[config.mk]
export PLATFORM = sky130hd
export DESIGN_NAME = flag_alu
export DESIGN_NICKNAME = d
export VERILOG_FILES = /design/src/rtl/flag_alu_pkg.sv /design/src/rtl/alu_single.sv /design/src/rtl/alu_divider.sv /design/src/rtl/alu_gcd.sv /design/src/rtl/flag_alu.sv
export SDC_FILE = /design/constraint.sdc
export NUM_CORES = 1
export LEC_CHECK = 0
export ABC_CLOCK_PERIOD_IN_PS = 5620
export CORE_MARGIN = 1.5
export CORE_UTILIZATION = 50
export CTS_CLUSTER_DIAMETER = 30
export DETAILED_ROUTE_END_ITERATION = 8
export GPL_ROUTABILITY_DRIVEN = 1
export GPL_TIMING_DRIVEN = 0
export PLACE_DENSITY = 0.67
export SLEW_MARGIN = 5
export SYNTH_ARGS = -nofsm -noshare
export SYNTH_HDL_FRONTEND = slang
export SYNTH_HIERARCHICAL = 1
export SYNTH_SLANG_ARGS = --single-unit
[constraint.sdc]
create_clock -name clk -period 5.62 [get_ports clk]
set_input_delay 1.124 -clock clk [delete_from_list [all_inputs] [get_ports clk]]
set_output_delay 1.124 -clock clk [all_outputs]
set_load 0.005 [all_outputs]
[src/rtl/flag_alu_pkg.sv]
package flag_alu_pkg;
   typedef enum logic [3:0] {
      OP_AND = 4'd0,
      OP_OR  = 4'd1,
      OP_XOR = 4'd2,
      OP_SRL = 4'd3,
      OP_SLL = 4'd4,
      OP_BTL = 4'd5,
      OP_ADD = 4'd6,
      OP_SUB = 4'd7,
      OP_CMP = 4'd8,
      OP_MUL = 4'd9,
      OP_DIV = 4'd10,
      OP_GCD = 4'd11
   } alu_op_e;

   typedef enum logic [1:0] {
      ST_IDLE = 2'd0,
      ST_DIV  = 2'd1,
      ST_GCD  = 2'd2
   } alu_st_e;
endpackage

[src/rtl/alu_single.sv]
module alu_single import flag_alu_pkg::*; #(
   parameter int W = 16
) (
   input  logic [3:0]   op_i,
   input  logic [W-1:0] a_i,
   input  logic [W-1:0] b_i,
   output logic [W-1:0] res_o
);
   localparam int SW = $clog2(W);
   localparam logic [W-1:0] WLIM = W'(W);

   logic         shift_ok;
   logic [W-1:0] bitlen;

   assign shift_ok = (b_i < WLIM);

   always_comb begin
      bitlen = '0;
      for (int i = 0; i < W; i++) begin
         if (a_i[i]) bitlen = W'(i + 1);
      end
   end

   always_comb begin
      case (op_i)
         OP_AND:  res_o = a_i & b_i;
         OP_OR:   res_o = a_i | b_i;
         OP_XOR:  res_o = a_i ^ b_i;
         OP_SRL:  res_o = shift_ok ? (a_i >> b_i[SW-1:0]) : '0;
         OP_SLL:  res_o = shift_ok ? (a_i << b_i[SW-1:0]) : '0;
         OP_BTL:  res_o = bitlen;
         OP_ADD:  res_o = a_i + b_i;
         OP_SUB:  res_o = a_i - b_i;
         OP_MUL:  res_o = a_i * b_i;
         default: res_o = '0;
      endcase
   end
endmodule

[src/rtl/alu_divider.sv]
module alu_divider #(
   parameter int W = 16
) (
   input  logic         clk,
   input  logic         rst_n,
   input  logic         load_i,
   input  logic [W-1:0] dvd_i,
   input  logic [W-1:0] dvs_i,
   output logic         fin_o,
   output logic [W-1:0] quo_o
);
   localparam int CW = $clog2(W + 1);

   logic [W-1:0]  rem_q, dvs_q;
   logic [CW-1:0] cnt_q;
   logic          run_q;
   logic [W:0]    trial, diff;
   logic          ge;

   assign trial = {rem_q, quo_o[W-1]};
   assign ge    = (trial >= {1'b0, dvs_q});
   assign diff  = trial - {1'b0, dvs_q};

   always_ff @(posedge clk or negedge rst_n) begin
      if (!rst_n) begin
         rem_q <= '0;
         dvs_q <= '0;
         quo_o <= '0;
         cnt_q <= '0;
         run_q <= 1'b0;
         fin_o <= 1'b0;
      end else begin
         fin_o <= 1'b0;
         if (load_i) begin
            rem_q <= '0;
            dvs_q <= dvs_i;
            quo_o <= dvd_i;
            cnt_q <= CW'(W);
            run_q <= 1'b1;
         end else if (run_q) begin
            rem_q <= ge ? diff[W-1:0] : trial[W-1:0];
            quo_o <= {quo_o[W-2:0], ge};
            cnt_q <= cnt_q - CW'(1);
            if (cnt_q == CW'(1)) begin
               run_q <= 1'b0;
               fin_o <= 1'b1;
            end
         end
      end
   end
endmodule

[src/rtl/alu_gcd.sv]
module alu_gcd #(
   parameter int W = 16
) (
   input  logic         clk,
   input  logic         rst_n,
   input  logic         load_i,
   input  logic [W-1:0] x_i,
   input  logic [W-1:0] y_i,
   output logic         fin_o,
   output logic [W-1:0] g_o
);
   localparam int CW = $clog2(W + 1);

   logic [W-1:0]  x_q, y_q;
   logic [CW-1:0] k_q;
   logic          run_q;

   always_ff @(posedge clk or negedge rst_n) begin
      if (!rst_n) begin
         x_q   <= '0;
         y_q   <= '0;
         k_q   <= '0;
         run_q <= 1'b0;
         fin_o <= 1'b0;
         g_o   <= '0;
      end else begin
         fin_o <= 1'b0;
         if (load_i) begin
            x_q   <= x_i;
            y_q   <= y_i;
            k_q   <= '0;
            run_q <= 1'b1;
         end else if (run_q) begin
            if (x_q == '0 || y_q == '0) begin
               g_o   <= (x_q | y_q) << k_q;
               fin_o <= 1'b1;
               run_q <= 1'b0;
            end else if (!x_q[0] && !y_q[0]) begin
               x_q <= x_q >> 1;
               y_q <= y_q >> 1;
               k_q <= k_q + CW'(1);
            end else if (!x_q[0]) begin
               x_q <= x_q >> 1;
            end else if (!y_q[0]) begin
               y_q <= y_q >> 1;
            end else if (x_q >= y_q) begin
               x_q <= x_q - y_q;
            end else begin
               y_q <= y_q - x_q;
            end
         end
      end
   end
endmodule

[src/rtl/flag_alu.sv]
module flag_alu import flag_alu_pkg::*; #(
   parameter int W = 16
) (
   input  logic         clk,
   input  logic         rst_n,
   input  logic         start_i,
   input  logic [3:0]   op_i,
   input  logic [W-1:0] a_i,
   input  logic [W-1:0] b_i,
   output logic         busy_o,
   output logic         done_o,
   output logic         wr_o,
   output logic         err_o,
   output logic [W-1:0] res_o,
   output logic         z_o,
   output logic         c_o
);
   generate
      if (W < 2) begin : g_w_check
         $error("flag_alu: W must be at least 2");
      end
   endgenerate

   alu_st_e      st_q;
   logic         accept, div_load, gcd_load, div_fin, gcd_fin;
   logic [W-1:0] single_res, div_quo, gcd_val;

   assign busy_o   = (st_q != ST_IDLE);
   assign accept   = start_i && (st_q == ST_IDLE);
   assign div_load = accept && (op_i == OP_DIV) && (b_i != '0);
   assign gcd_load = accept && (op_i == OP_GCD);

   alu_single #(.W(W)) single_i (
      .op_i(op_i), .a_i(a_i), .b_i(b_i), .res_o(single_res)
   );

   alu_divider #(.W(W)) div_i (
      .clk(clk), .rst_n(rst_n), .load_i(div_load),
      .dvd_i(a_i), .dvs_i(b_i), .fin_o(div_fin), .quo_o(div_quo)
   );

   alu_gcd #(.W(W)) gcd_i (
      .clk(clk), .rst_n(rst_n), .load_i(gcd_load),
      .x_i(a_i), .y_i(b_i), .fin_o(gcd_fin), .g_o(gcd_val)
   );

   always_ff @(posedge clk or negedge rst_n) begin
      if (!rst_n) begin
         st_q   <= ST_IDLE;
         done_o <= 1'b0;
         wr_o   <= 1'b0;
         err_o  <= 1'b0;
         res_o  <= '0;
         z_o    <= 1'b0;
         c_o    <= 1'b0;
      end else begin
         done_o <= 1'b0;
         wr_o   <= 1'b0;
         err_o  <= 1'b0;
         case (st_q)
            ST_IDLE: if (start_i) begin
               case (op_i)
                  OP_DIV: begin
                     if (b_i == '0) begin
                        done_o <= 1'b1;
                        err_o  <= 1'b1;
                     end else begin
                        st_q <= ST_DIV;
                     end
                  end
                  OP_GCD: st_q <= ST_GCD;
                  OP_CMP: begin
                     done_o <= 1'b1;
                     z_o    <= (a_i == b_i);
                     c_o    <= (a_i >= b_i);
                  end
                  OP_SUB: begin
                     done_o <= 1'b1;
                     wr_o   <= 1'b1;
                     res_o  <= single_res;
                     z_o    <= (a_i == b_i);
                     c_o    <= (a_i >= b_i);
                  end
                  OP_MUL: begin
                     done_o <= 1'b1;
                     wr_o   <= 1'b1;
                     res_o  <= single_res;
                     z_o    <= (a_i == '0) || (b_i == '0);
                  end
                  OP_AND, OP_OR, OP_XOR, OP_SRL, OP_SLL, OP_BTL, OP_ADD: begin
                     done_o <= 1'b1;
                     wr_o   <= 1'b1;
                     res_o  <= single_res;
                  end
                  default: begin
                     done_o <= 1'b1;
                     err_o  <= 1'b1;
                  end
               endcase
            end
            ST_DIV: if (div_fin) begin
               st_q   <= ST_IDLE;
               done_o <= 1'b1;
               wr_o   <= 1'b1;
               res_o  <= div_quo;
            end
            ST_GCD: if (gcd_fin) begin
               st_q   <= ST_IDLE;
               done_o <= 1'b1;
               wr_o   <= 1'b1;
               res_o  <= gcd_val;
            end
            default: st_q <= ST_IDLE;
         endcase
      end
   end
endmodule

==> metrics list <==
- Least setup slack across all paths after layout: -0.562 ns
- The number of nets in the synthesized netlist is 2528.
- Initial antenna violation count: 0
- For the final database, setup skew stands at 0.0215 ns.
* Layout Cells excl Fill: 2793
- After layout, the worst path uses 110% of the clock period.
* Pint: 6.15 mW
- In this run, flip-flops and latches consume 14.2% of the power.
* Half-perimeter wire length after placement: 51900 µm
- Buffers from clock root to sink, at most: 2
* Placed cells: 2741
- The number of different library cells used by synthesis comes to 115.
- The first global-routing pass estimated 105000 µm of wire.
- Setup repair after global routing could not meet its margin everywhere.
* Width of the chip: 192 µm
* Remaining global-route overflow: 0
- Summed over all cells, the static leakage comes to 9.27 nW.
* Dpl ws: -2.43 ns
- Nets: 2628
* Fin area: 20800 µm²
- Fraction of the yosys area taken by sequential cells: 18.6%
- Portion of total power attributed to combinational logic: 76.9%
* Most common flop cell mapped by yosys: sky130_fd_sc_hd__dfrtp_1
- Vias per cell: 6.40
- Summing the areas of all xor and xnor instances in the mapped netlist gives 5.12% of the synthesized area.
* Net switching power of the design: 6.67 mW
- In the layout the commonest cells are sky130_fd_sc_hd__inv_1 (228), sky130_fd_sc_hd__nand2_1 (215), sky130_fd_sc_hd__nor2_1 (204), sky130_fd_sc_hd__ha_1 (175), sky130_fd_sc_hd__o21ai_0 (140).
- sky130_fd_sc_hd__dfrtp_1 takes more of the synthesized area than any other cell.
- Signed area change from the synthesized netlist to the final layout: 15.8%
- By area the synthesized netlist is led by sky130_fd_sc_hd__dfrtp_1 (19%), sky130_fd_sc_hd__ha_1 (13%), sky130_fd_sc_hd__fa_1 (9.4%), sky130_fd_sc_hd__inv_1 (5.1%), sky130_fd_sc_hd__nand2_1 (4.6%).
- CTS built an H-tree with a depth of 4.
* Main combinational cell family by area after synthesis: compound AO/OA/AOI/OAI gates
- The count of buffers added on input and output ports is 60.
* Per-cell routed wire length: 24.7 µm
- For the finished layout, the period the worst path requires is 6.18 ns.
* Worst ir drop on vdd: 0.657 mV
* Critical Path Start Type: input pin
* Number of max-slew violations in the final report: 0
- Across the run, the number of max-cap violations was 0.
- At the pin with the least slew margin, the transition time is 1.20 ns.
- In this run, CTS created clock tree buffers numbering 17.
* Number of hold-slack violations in the final timing report: 0
- Mux share of post-synthesis cell area: 4.95%
* Post-CTS clock slew at the launch and capture registers of the worst setup and hold paths: 0.06 ns
* Diode insertion count for antenna repair: 0
- The worst hold path belongs to the class reg2reg.
* Starting density of the core: 50.7%
- The floorplan has 69 rows.
- For this block, the via count after detailed routing is 17880.
* Switching Share: 52.0%
- Summing every instance area after synthesis gives 17900 µm².
* Worst path arrival time: 6.50 ns
- Hold_ws: 0.481 ns
- The count of nets left with antenna violations once routing finished came out at 0.
* Area of the core region: 35400 µm²
- The first TritonRoute pass finished after 6 iterations.
* CTS tree: built
- Max-slew headroom at the worst pin: 19.5%
- The clock network is responsible for 8.9% of the overall power.
* Share of flip-flops with an asynchronous set or reset after synthesis: 100%
- Total of flip-flops plus latches after synthesis: 133
- Sink Count: 133
* R2R cell count: 12
- Top-area cell type share of the netlist area: 18.6%
- Final number of setup-violating endpoints: 7
- Leaving out fill and tap cells, the most frequent cell in the layout is sky130_fd_sc_hd__inv_1.
* GRT Resource Usage Total: 37.9%
* Overall die height: 192 µm
* Number of warnings printed during yosys synthesis: 6
- The final reports fail on negative setup slack.
* Placed cell area: 19400 µm²
- Summing the areas of all fa, ha and maj instances in the mapped netlist gives 22.4% of the synthesized area.
* Clock network latency to the later pin of the worst-skew pair: 0.44 ns
- The routed design has 68900 µm of wire.
- Max Fanout on Critical Path: 6
- Derived from the worst setup path, the maximum achievable clock frequency is 162 MHz.
- Dividing the synthesized area by the synthesized cell count gives 8.08 µm².
- Kind of critical path: in2reg
- Number of top-level pins: 61
- After Yosys synthesis, and, or, nand and nor cells account for 17.9% of the synthesized area.
- Summing the areas of all compound-gate instances in the mapped netlist gives 22.5% of the synthesized area.
- Fraction of layout instances using a drive strength above 1: 13.8%
- Power density over the cells: 618 nW/µm²
- Die Footprint: 37000 µm²
* CTS root buffer: sky130_fd_sc_hd__clkbuf_16
- The flow ran to the end, but the final reports show violations.
- At the end of routability-driven placement, the weighted congestion stood at 0.986.
- Number of synthesized flops with an enable pin: 0
* Number of global-route vias before repair: 17302
- Synthesis produced 2219 cells.
* Number of DRC violations after detailed-routing iteration 0: 2032
- For this run, the share of the core covered by cells in the final layout is 58.6%.
- In the routed design, unresolved DRC markers number 0.
- STA classifies the critical path endpoint as a flip-flop.
- Largest net degree at the start of global routing: 83
- The worst hold path was traced through 2 stages.
- Required time reported for the critical path endpoint: 5.94 ns
[metrics by stage]
stage | setup TNS, ns | power [mW]
final | -2.00 | 12.8
after global routing | -2.94 | 13.6
after CTS | -2.33 | 12.4
after detailed placement | -24.19 | 10.7
after global placement | -300.91 | 10.6
after floorplan | -1.73 | 8.12
[logic make-up after synthesis]
group,Yosys count
buffers and inverters,379
xor gates and xnor gates,104
adders and majority gates,270
DFF,133
AOI/OAI and AO/OA,576
muxes,72
and+or+nand+nor,685
[timing repair]
action	4_1_cts	5_1_grt
hold endpoints to repair	0	0
hold buffers	0	0
setup endpoints to repair	12	11
buffers inserted	28	4
pin swaps	29	27
gates resized for setup	279	51
[layout make-up]
| cell class | count | area [µm²] |
|---|---|---|
| clock buffers | 18 | 429 |
| plain buffers | 111 | 858 |
| fillers | 3265 | 14600 |
| clock inverters | 14 | 151 |
| flip-flops and latches | 133 | 3330 |
| inverters | 256 | 1070 |
| multi-input cells | 1707 | 13400 |
| repair buffers | 93 | 961 |
| well taps | 461 | 577 |
[path summary, 6_finish.rpt]
| check | slack, ns | startpoint | to |
|---|---|---|---|
| setup / recovery | -0.56 | b_i[2] | res_o[15]$_DFFE_PN0P_ |
| hold / removal | 0.48 | res_o[1]$_DFFE_PN0P_ | res_o[1]$_DFFE_PN0P_ |
| setup reg to reg | 1.93 | gcd_i/x_q[0]$_DFFE_PN0P_ | gcd_i/y_q[5]$_DFFE_PN0P_ |
| hold reg to reg | 0.48 | res_o[1]$_DFFE_PN0P_ | res_o[1]$_DFFE_PN0P_ |
| max in group asynchronous | 4.17 | rst_n | res_o[11]$_DFFE_PN0P_ |
| min in group asynchronous | 0.64 | rst_n | div_i/rem_q[4]$_DFFE_PN0P_ |
[power by group through the flow]
stage	sequential (mW)	combinational [mW]	clock, mW
5_1_grt	1.85	10.6	1.19
3_3_place_gp	1.80	8.79	0
2_1_floorplan	1.65	6.47	0
3_5_place_dp	1.81	8.94	0
6_report	1.82	9.86	1.14
4_1_cts	1.80	9.46	1.14
[metal layers]
metal | track usage (%) | share of wire (%) | up-vias
met2 | 62.0 | 46 | 938
met1 | 48.0 | 40 | 8759
met5 | 0 | 0 | -
met4 | 20.3 | 6.5 | 0
li1 | - | - | 7957
met3 | 5.96 | 8.2 | 226
[worst max-delay path, stage by stage]
cell,delay [ns]
sky130_fd_sc_hd__buf_12,0.09
sky130_fd_sc_hd__buf_12,0.12
sky130_fd_sc_hd__clkbuf_16,0.15
sky130_fd_sc_hd__nand2_2,0.06
sky130_fd_sc_hd__fa_1,0.50
sky130_fd_sc_hd__fa_1,0.57
sky130_fd_sc_hd__inv_2,0.05
sky130_fd_sc_hd__fa_1,0.50
sky130_fd_sc_hd__fa_1,0.43
sky130_fd_sc_hd__fa_1,0.49
sky130_fd_sc_hd__inv_1,0.05
sky130_fd_sc_hd__fa_1,0.53
sky130_fd_sc_hd__inv_2,0.05
sky130_fd_sc_hd__ha_4,0.29
sky130_fd_sc_hd__nand3_2,0.08
sky130_fd_sc_hd__a21oi_2,0.15
sky130_fd_sc_hd__nor2_1,0.08
sky130_fd_sc_hd__a211o_1,0.36
sky130_fd_sc_hd__xnor2_2,0.19
sky130_fd_sc_hd__a221o_1,0.37
sky130_fd_sc_hd__o21ai_2,0.19
sky130_fd_sc_hd__o21ai_2,0.06
[synth_stat cells, types with 7 or more instances]
cell type / n
sky130_fd_sc_hd__o31ai_1: 16
sky130_fd_sc_hd__o211ai_1: 22
sky130_fd_sc_hd__o22ai_1: 8
sky130_fd_sc_hd__o41ai_1: 10
sky130_fd_sc_hd__xnor2_1: 75
sky130_fd_sc_hd__ha_1: 186
sky130_fd_sc_hd__nor4_1: 24
sky130_fd_sc_hd__a211o_1: 9
sky130_fd_sc_hd__o21ai_0: 147
sky130_fd_sc_hd__nand2b_1: 32
sky130_fd_sc_hd__inv_1: 243
sky130_fd_sc_hd__o221ai_1: 8
sky130_fd_sc_hd__mux2_2: 12
sky130_fd_sc_hd__nand3_1: 36
sky130_fd_sc_hd__and3_1: 7
sky130_fd_sc_hd__fa_1: 84
sky130_fd_sc_hd__or3_1: 10
sky130_fd_sc_hd__and2_1: 8
sky130_fd_sc_hd__a21oi_1: 100
sky130_fd_sc_hd__a22oi_1: 21
sky130_fd_sc_hd__nor2_1: 215
sky130_fd_sc_hd__a221o_1: 16
sky130_fd_sc_hd__a31o_2: 7
sky130_fd_sc_hd__nand2_1: 220
sky130_fd_sc_hd__a221oi_1: 24
sky130_fd_sc_hd__nand4_1: 13
sky130_fd_sc_hd__o21bai_1: 7
sky130_fd_sc_hd__xor2_1: 28
sky130_fd_sc_hd__buf_1: 14
sky130_fd_sc_hd__o21ai_1: 15
sky130_fd_sc_hd__a21o_1: 17
sky130_fd_sc_hd__mux2i_1: 46
sky130_fd_sc_hd__buf_2: 30
sky130_fd_sc_hd__clkinv_1: 9
sky130_fd_sc_hd__nor3_1: 46
sky130_fd_sc_hd__mux4_2: 11
sky130_fd_sc_hd__dfrtp_1: 133
sky130_fd_sc_hd__o21a_1: 15
sky130_fd_sc_hd__a211oi_1: 24
sky130_fd_sc_hd__a31oi_1: 15
sky130_fd_sc_hd__o21ai_2: 15
sky130_fd_sc_hd__clkbuf_1: 66
sky130_fd_sc_hd__nor2b_1: 33
[flip-flops by register name, indices dropped and copies added, names as in the netlist]
name / flops
c_o: 1
div_i/cnt_q: 5
div_i/dvs_q: 16
div_i/fin_o: 1
div_i/quo_o: 16
div_i/rem_q: 16
div_i/run_q: 1
done_o: 1
err_o: 1
gcd_i/fin_o: 1
gcd_i/g_o: 16
gcd_i/k_q: 5
gcd_i/run_q: 1
gcd_i/x_q: 16
gcd_i/y_q: 16
res_o: 16
st_q: 2
wr_o: 1
z_o: 1
(Power assumes the default switching activity.)
